File: config.mk
export PLATFORM = sky130hd
export DESIGN_NAME = pkt_page_mgr
export DESIGN_NICKNAME = d
export VERILOG_FILES = /design/src/rtl/pkt_page_pkg.sv /design/src/rtl/pkt_page_pick.sv /design/src/rtl/pkt_page_fifo.sv /design/src/rtl/pkt_page_mgr.sv
export SDC_FILE = /design/constraint.sdc
export NUM_CORES = 1
export LEC_CHECK = 0
export BUFFER_PORTS_ARGS = -buffer_cell sky130_fd_sc_hd__buf_2
export CAP_MARGIN = 20
export CORE_UTILIZATION = 35
export DETAILED_ROUTE_END_ITERATION = 7
export PLACE_DENSITY_LB_ADDON = 0.3
export SYNTH_ARGS = -nofsm -noshare
export SYNTH_HDL_FRONTEND = slang
export SYNTH_SLANG_ARGS = --single-unit
File: constraint.sdc
create_clock -name clk -period 2.8 [get_ports clk]
set_clock_uncertainty 0.2 [all_clocks]
set_input_delay 0.14 -clock clk [delete_from_list [all_inputs] [get_ports clk]]
set_output_delay 0.14 -clock clk [all_outputs]
set_load 0.01 [all_outputs]
File: src/rtl/pkt_page_pkg.sv
package pkt_page_pkg;

    typedef enum logic [2:0] {
        OP_NOP     = 3'd0,
        OP_ALLOC   = 3'd1,
        OP_MMU_RST = 3'd2,
        OP_RX_POP  = 3'd3,
        OP_RX_FREE = 3'd4,
        OP_REL     = 3'd5,
        OP_TX_PUSH = 3'd6,
        OP_TX_CLR  = 3'd7
    } mmu_op_e;

    typedef enum logic {
        SQ_IDLE,
        SQ_SEND
    } seq_state_e;

    localparam logic [7:0] NO_PAGE = 8'h80;

endpackage

File: src/rtl/pkt_page_pick.sv
module pkt_page_pick #(
    parameter int N = 4,
    parameter int W = 2
) (
    input  logic [N-1:0] used,
    output logic         found,
    output logic [W-1:0] idx
);
    always_comb begin
        found = 1'b0;
        idx   = '0;
        for (int i = N - 1; i >= 0; i--) begin
            if (!used[i]) begin
                found = 1'b1;
                idx   = W'(i);
            end
        end
    end
endmodule

File: src/rtl/pkt_page_fifo.sv
module pkt_page_fifo #(
    parameter int DEPTH = 4,
    parameter int W     = 2
) (
    input  logic         clk,
    input  logic         rst_n,
    input  logic         clr,
    input  logic         push,
    input  logic [W-1:0] push_data,
    input  logic         pop,
    output logic [W-1:0] head,
    output logic         empty,
    output logic         full,
    output logic         one_left
);
    localparam int CW = $clog2(DEPTH + 1);

    logic [W-1:0]  ent_q [DEPTH];
    logic [W-1:0]  ent_n [DEPTH];
    logic [CW-1:0] cnt_q, cnt_mid, cnt_n;

    always_comb begin
        ent_n   = ent_q;
        cnt_mid = cnt_q;
        if (pop && cnt_q != '0) begin
            for (int i = 0; i < DEPTH - 1; i++) ent_n[i] = ent_q[i+1];
            ent_n[DEPTH-1] = '0;
            cnt_mid = cnt_q - CW'(1);
        end
        cnt_n = cnt_mid;
        if (push && cnt_mid != CW'(DEPTH)) begin
            for (int i = 0; i < DEPTH; i++) begin
                if (CW'(i) == cnt_mid) ent_n[i] = push_data;
            end
            cnt_n = cnt_mid + CW'(1);
        end
        if (clr) begin
            cnt_n = '0;
            for (int i = 0; i < DEPTH; i++) ent_n[i] = '0;
        end
    end

    always_ff @(posedge clk) begin
        if (!rst_n) begin
            cnt_q <= '0;
            for (int i = 0; i < DEPTH; i++) ent_q[i] <= '0;
        end else begin
            cnt_q <= cnt_n;
            ent_q <= ent_n;
        end
    end

    assign head     = ent_q[0];
    assign empty    = (cnt_q == '0);
    assign full     = (cnt_q == CW'(DEPTH));
    assign one_left = (cnt_q == CW'(1));


    full_hold_chk: assert property (@(posedge clk) disable iff (!rst_n)
        (full && push && !pop && !clr) |=> full);


    empty_pop_chk: assert property (@(posedge clk) disable iff (!rst_n)
        (empty && pop && !push) |=> empty);
endmodule

File: src/rtl/pkt_page_mgr.sv
module pkt_page_mgr
    import pkt_page_pkg::*;
#(
    parameter int NUM_PAGES = 4
) (
    input  logic                         clk,
    input  logic                         rst_n,
    input  logic                         cmd_valid,
    input  logic [2:0]                   cmd_op,
    input  logic [$clog2(NUM_PAGES)-1:0] pkt_num,
    input  logic                         tx_enable,
    input  logic                         auto_release,
    input  logic                         rx_enable,
    input  logic                         rx_soft_reset,
    input  logic                         done_ack,
    input  logic                         rx_req,
    output logic                         rx_grant,
    output logic [$clog2(NUM_PAGES)-1:0] rx_page,
    output logic                         rx_ready,
    output logic                         cmd_busy,
    output logic [7:0]                   alloc_result,
    output logic [7:0]                   done_head,
    output logic [7:0]                   rx_head,
    output logic [7:0]                   pages_total,
    output logic [7:0]                   pages_used,
    output logic                         tx_send_valid,
    output logic [$clog2(NUM_PAGES)-1:0] tx_send_page
);
    localparam int PW = $clog2(NUM_PAGES);

    seq_state_e state, state_n;
    mmu_op_e    op;
    logic [NUM_PAGES-1:0] used_q, used_n, used_mid, rel_mask;
    logic [7:0] result_q, result_n;
    logic       cmd_go, take, mmu_rst, tx_push, tx_clr, tx_pop, rx_pop, done_push;
    logic       pick_found;
    logic [PW-1:0] pick_idx;
    logic [PW-1:0] txq_head, rxq_head, doneq_head;
    logic txq_empty, txq_full, txq_one;
    logic rxq_empty, rxq_full, rxq_one;
    logic doneq_empty, doneq_full, doneq_one;
    logic unused_fifo_flags;

    assign op     = mmu_op_e'(cmd_op);
    assign cmd_go = cmd_valid && (state == SQ_IDLE);
    assign unused_fifo_flags = txq_full ^ rxq_one ^ doneq_one;

    pkt_page_pick #(.N(NUM_PAGES), .W(PW)) u_pick (
        .used(used_mid), .found(pick_found), .idx(pick_idx)
    );

    pkt_page_fifo #(.DEPTH(NUM_PAGES), .W(PW)) u_txq (
        .clk(clk), .rst_n(rst_n), .clr(mmu_rst || tx_clr),
        .push(tx_push), .push_data(pkt_num), .pop(tx_pop),
        .head(txq_head), .empty(txq_empty), .full(txq_full), .one_left(txq_one)
    );

    pkt_page_fifo #(.DEPTH(NUM_PAGES), .W(PW)) u_doneq (
        .clk(clk), .rst_n(rst_n), .clr(mmu_rst || tx_clr),
        .push(done_push), .push_data(txq_head), .pop(done_ack),
        .head(doneq_head), .empty(doneq_empty), .full(doneq_full), .one_left(doneq_one)
    );

    pkt_page_fifo #(.DEPTH(NUM_PAGES), .W(PW)) u_rxq (
        .clk(clk), .rst_n(rst_n), .clr(mmu_rst),
        .push(rx_grant), .push_data(pick_idx), .pop(rx_pop),
        .head(rxq_head), .empty(rxq_empty), .full(rxq_full), .one_left(rxq_one)
    );

    // pages freed this cycle by a command or by an auto-released send
    always_comb begin
        rel_mask = '0;
        if (state == SQ_SEND) begin
            if (auto_release) rel_mask[txq_head] = 1'b1;
        end else if (cmd_go) begin
            if (op == OP_REL) rel_mask[pkt_num] = 1'b1;
            else if (op == OP_RX_FREE && !rxq_empty) rel_mask[rxq_head] = 1'b1;
        end
    end

    assign used_mid = used_q & ~rel_mask;

    assign rx_ready = !(rx_enable && !rx_soft_reset && (&used_q));
    assign rx_grant = rx_req && (state == SQ_IDLE) && !cmd_valid && rx_enable &&
                      !rx_soft_reset && pick_found && !rxq_full;
    assign rx_page  = pick_idx;

    // next-state and command decode
    always_comb begin
        state_n   = state;
        result_n  = result_q;
        take      = 1'b0;
        mmu_rst   = 1'b0;
        tx_push   = 1'b0;
        tx_clr    = 1'b0;
        tx_pop    = 1'b0;
        rx_pop    = 1'b0;
        done_push = 1'b0;
        unique case (state)
            SQ_IDLE: begin
                if (cmd_go) begin
                    unique case (op)
                        OP_NOP: begin
                        end
                        OP_ALLOC: begin
                            result_n = NO_PAGE;
                            if (pick_found) begin
                                result_n = 8'(pick_idx);
                                take     = 1'b1;
                            end
                        end
                        OP_MMU_RST: begin
                            mmu_rst  = 1'b1;
                            result_n = 8'h00;
                        end
                        OP_RX_POP, OP_RX_FREE: rx_pop = 1'b1;
                        OP_REL: begin
                        end
                        OP_TX_PUSH: tx_push = 1'b1;
                        OP_TX_CLR:  tx_clr  = 1'b1;
                    endcase
                end else if (tx_enable && !txq_empty) begin
                    state_n = SQ_SEND;
                end
            end
            SQ_SEND: begin
                tx_pop    = 1'b1;
                done_push = !auto_release && !doneq_full;
                if (txq_one) state_n = SQ_IDLE;
            end
        endcase
        if ((|rel_mask) && result_q == NO_PAGE && pick_found) begin
            result_n = 8'(pick_idx);
            take     = 1'b1;
        end
        if (rx_grant) take = 1'b1;
    end

    always_comb begin
        used_n = used_mid;
        if (take) used_n[pick_idx] = 1'b1;
        if (mmu_rst) used_n = '0;
    end

    always_ff @(posedge clk) begin
        if (!rst_n) begin
            state    <= SQ_IDLE;
            used_q   <= '0;
            result_q <= 8'h00;
        end else begin
            state    <= state_n;
            used_q   <= used_n;
            result_q <= result_n;
        end
    end

    // outputs
    always_comb begin
        cmd_busy      = (state == SQ_SEND);
        tx_send_valid = (state == SQ_SEND);
        tx_send_page  = txq_head;
        alloc_result  = result_q;
        done_head     = doneq_empty ? NO_PAGE : 8'(doneq_head);
        rx_head       = rxq_empty ? NO_PAGE : 8'(rxq_head);
        pages_total   = 8'(NUM_PAGES);
        pages_used    = 8'h00;
        for (int i = 0; i < NUM_PAGES; i++) pages_used = pages_used + 8'(used_q[i]);
    end


    alloc_ok_chk: assert property (@(posedge clk) disable iff (!rst_n)
        (cmd_go && op == OP_ALLOC && !(&used_q)) |=> (alloc_result != NO_PAGE));


    mmu_clear_chk: assert property (@(posedge clk) disable iff (!rst_n)
        (cmd_go && op == OP_MMU_RST) |=> (pages_used == 8'h00 && rx_head == NO_PAGE &&
                                          done_head == NO_PAGE && txq_empty));


    rx_grant_chk: assert property (@(posedge clk) disable iff (!rst_n)
        rx_grant |-> (rx_ready && rx_enable && !cmd_busy));


    busy_hold_chk: assert property (@(posedge clk) disable iff (!rst_n)
        (cmd_busy && !auto_release) |=> $stable(pages_used));


    drain_end_chk: assert property (@(posedge clk) disable iff (!rst_n)
        (cmd_busy && txq_one) |=> (txq_empty && !cmd_busy));
endmodule

==> results.md <==
* Hold path depth at 4
* Total track usage at between 10% and 20%
* Min-Delay Path Class: in2reg
* Max cap viols at 0
* Outcome: finished clean
* Clk_lat worst skew at between 0.2 and 0.3 ns
* CTS Buffer Depth at 2
* DRC Markers at 0
* Synth Register Bits at 41
* Hold_sp: cmd_op[1]
* PnR worst setup slack at 0.136 ns
* Final core utilization at 41.0%
* CP max stage cell: dfxtp_1
* Post-synth EDFFs at 0
* Worst Hold Endpoint: alloc_result[7]
* H-tree levels at 2
* IO Port Bufs at 33
* Wire length per cell at 13.1 µm
* Mean number of vias per cell at about 5.0
* Placer Congestion at 0.890
* Max IR drop VDD at 291 µV
* First-pass GRT wire length at 11200 µm
* Core area at 8300 µm²
* Area Growth Syn to Fin at 12.7%
* Cell count of the worst reg-to-reg path at 11
* Die W at 94.9 µm
* Post-Layout Cell Count at 525
* Crit path launch type: register
* Count of pins over their slew limit at 0
* CTS tree: done
* WL final at 6890 µm
* Fillers at 861
* Netlist cell types at 56
* Inst Count DP at between 500 and 600
* Die height at 94.9 µm
* Post-route ant nets at 0
* Via count at about 2.6k
* Reg2reg end: u_rxq.ent_q[1]
* CTS buffer count at 5
* # rows at 33
* Worst stage delay on the critical path at roughly 0.34 ns
* Final setup viols at 0
* Syn avg cell area at 7.90 µm²
* Root Buffer: clkbuf_8
* Slew HR at 52.2%
* Register area share after synthesis at between 20 and 30%
* Worst path required time at 2.46 ns
* Pwr per Cell Area at 496 nW/µm²
* Nets at 459
* Number of hold violations in the final report at 0
* Async S/R FF share, synth at 0%
* Post-synth top flop: dfxtp_1
* Crit Reg-Reg Startpoint: u_rxq.cnt_q[1]
* Sink Count at 41
* Reg area at 821 µm²
* I/O pins at 62
* Tot Pwr at 0.00169 W
* CP Class: reg2out
* Setup_tns at 0 ns
* Leak at 1.53 nW
* Worst-Margin Slew at 0.716 ns
* First DRT Iteration DRCs at 214
* Synthesized area at 3020 µm²
* Reg-to-reg setup timing slack at 0.21 ns
* Worst Path Arrival at between 2 and 2.5 ns
* Vias in the first global route at 2319
* Minimum clock period at ~2.7 ns
* Max Fclk at 0.375 GHz
* Critical path peak fanout at 6
* RSZ-0062 raised after global routing: true
* HPWL after detailed placement at between 5000 and 6000 µm
* CP Cell Sequence: inv_1 > ha_1 > nor2b_1 > buf_4 > nor4b_4 > a211oi_2 > nor2b_1 > o31ai_4 > inv_1 > buf_2
* Cells after Synth at between 300 and 400
* CP endpoint kind: output pin
* Initial Util at 36.4%
* Multi-input gate area at between 1500 and 2000 µm²
* Layout cells sized above 1 at 18.1%
* Pre-CTS setup slack at 0.197 ns
* Fin crit share at 95.1%
* Die Area at 9000 µm²
* Total congestion overflow at 0
* 1st-pass router iterations at 4
* ANT cells at 0
* Antenna violations before repair at 0
* Pin count of the biggest net entering global routing at 20
* Clock Pin Slew Worst Setup and Hold Paths at roughly 0.08 ns
* Ys Warns at 0
timing repair:
item,CTS,global route
hold buffers,6,0
endpoints found under the setup margin,2,2
setup buffers,1,1
hold endpoints to repair,10,0
pin swaps,1,1
gates resized for setup,1,5
flip-flops by register name, indices dropped and copies added, names as in the netlist:
register	cells
u_doneq.ent_q	6
u_rxq.ent_q	6
u_txq.ent_q	6
used_q	4
alloc_result	3
u_doneq.cnt_q	3
u_rxq.cnt_q	3
u_txq.cnt_q	3
u_doneq.head	2
u_rxq.head	2
u_txq.head	2
cmd_busy	1
how the worst max path moves through the flow:
stage	startpoint	end	slack (ns)	depth (start not counted)
global placement	cmd_op[2]	u_rxq.ent_q[1]	0.26	10
floorplan	u_doneq.cnt_q[0]	u_doneq.cnt_q[1]	0.17	13
finish	u_rxq.cnt_q[1]	rx_page[0]	0.14	10
detailed placement	cmd_op[1]	u_rxq.ent_q[1]	0.20	10
global route	u_rxq.cnt_q[1]	rx_page[0]	-0.008	10
CTS	u_rxq.cnt_q[1]	rx_page[0]	0.0006	10
critical path, delay by kind of cell (launching register included):
kind                       cells  cell delay, ns
DFF                            1            0.34
buffers and inverters          4            0.42
adders and majority gates      1            0.21
AOI/OAI and AO/OA              2            0.43
and+or+nand+nor                3            0.65
synthesized netlist by cell type, types with 6 or more instances:
cell type | count | share of area [%]
inv_1 | 29 | 3.6
mux2i_1 | 6 | 2.0
a211oi_1 | 6 | 1.5
dfxtp_1 | 41 | 27
clkbuf_1 | 11 | 1.4
a21oi_1 | 18 | 3.0
nand2_1 | 31 | 3.9
o21ai_0 | 15 | 2.5
ha_1 | 25 | 10
a311oi_1 | 6 | 1.7
nand3_1 | 35 | 5.8
buf_4 | 34 | 8.5
nor2b_1 | 7 | 1.5
nor2_1 | 38 | 4.7
kinds of logic (layout without fill, tap and decap cells):
logic type	count (synthesis)	count (layout)	share of synthesized area (%)
simple gates	141	141	22.9
buf+inv	81	93	15.0
compound gates	72	72	16.2
flops	41	41	27.2
fa+ha+maj	26	26	11.0
mux	12	12	4.85
xor+xnor	7	7	2.65
other cells	2	28	0.249
stage by stage:
step                      hold slack (ns)  instance area [µm²]
final                              0.0885                 3400
after global routing                0.120                 3400
after CTS                          0.0730                 3370
after detailed placement            0.218                 3180
after global placement              0.215                 3180
after floorplan                    0.0561                 3120
cells in the final DEF, fill, tap and decap left out, types with 3 or more instances in the layout:
master / n
a211oi_1: 4
a21oi_1: 18
a311oi_1: 6
a31oi_1: 3
and3_1: 3
buf_2: 33
buf_4: 16
clkbuf_8: 6
conb_1: 28
dfxtp_1: 41
dlygate4sd3_1: 6
ha_1: 25
inv_1: 29
mux2_4: 5
mux2i_1: 6
nand2_1: 31
nand2b_1: 5
nand3_1: 35
nand3b_1: 3
nand4_1: 4
nor2_1: 38
nor2b_1: 6
o21a_1: 4
o21ai_0: 15
o21ai_1: 3
o31ai_1: 4
xnor2_1: 5
layer usage:
metal	track usage, %	vias to the layer above	share of wire, %
met2	26.0	74	47
met5	0	-	0
li1	-	1318	-
met1	21.2	1207	48
met4	3.79	0	1.1
met3	2.25	6	3.5
cell type report:
type | count | share of cell area, %
Multi-Input combinational cell | 286 | 55.1
Inverter | 30 | 3.31
Sequential cell | 41 | 24.1
Clock inverter | 1 | 0.883
Clock buffer | 7 | 2.54
Timing Repair Buffer | 55 | 10.2
Tap cell | 105 | 3.86
where the power goes:
part | total [W] | switching [W] | internal (W)
clock | 0.000505 | 0.000214 | 0.000291
sequential | 0.000625 | 0.0000180 | 0.000607
combinational | 0.000558 | 0.000347 | 0.000211
(Power assumes the default switching activity.)
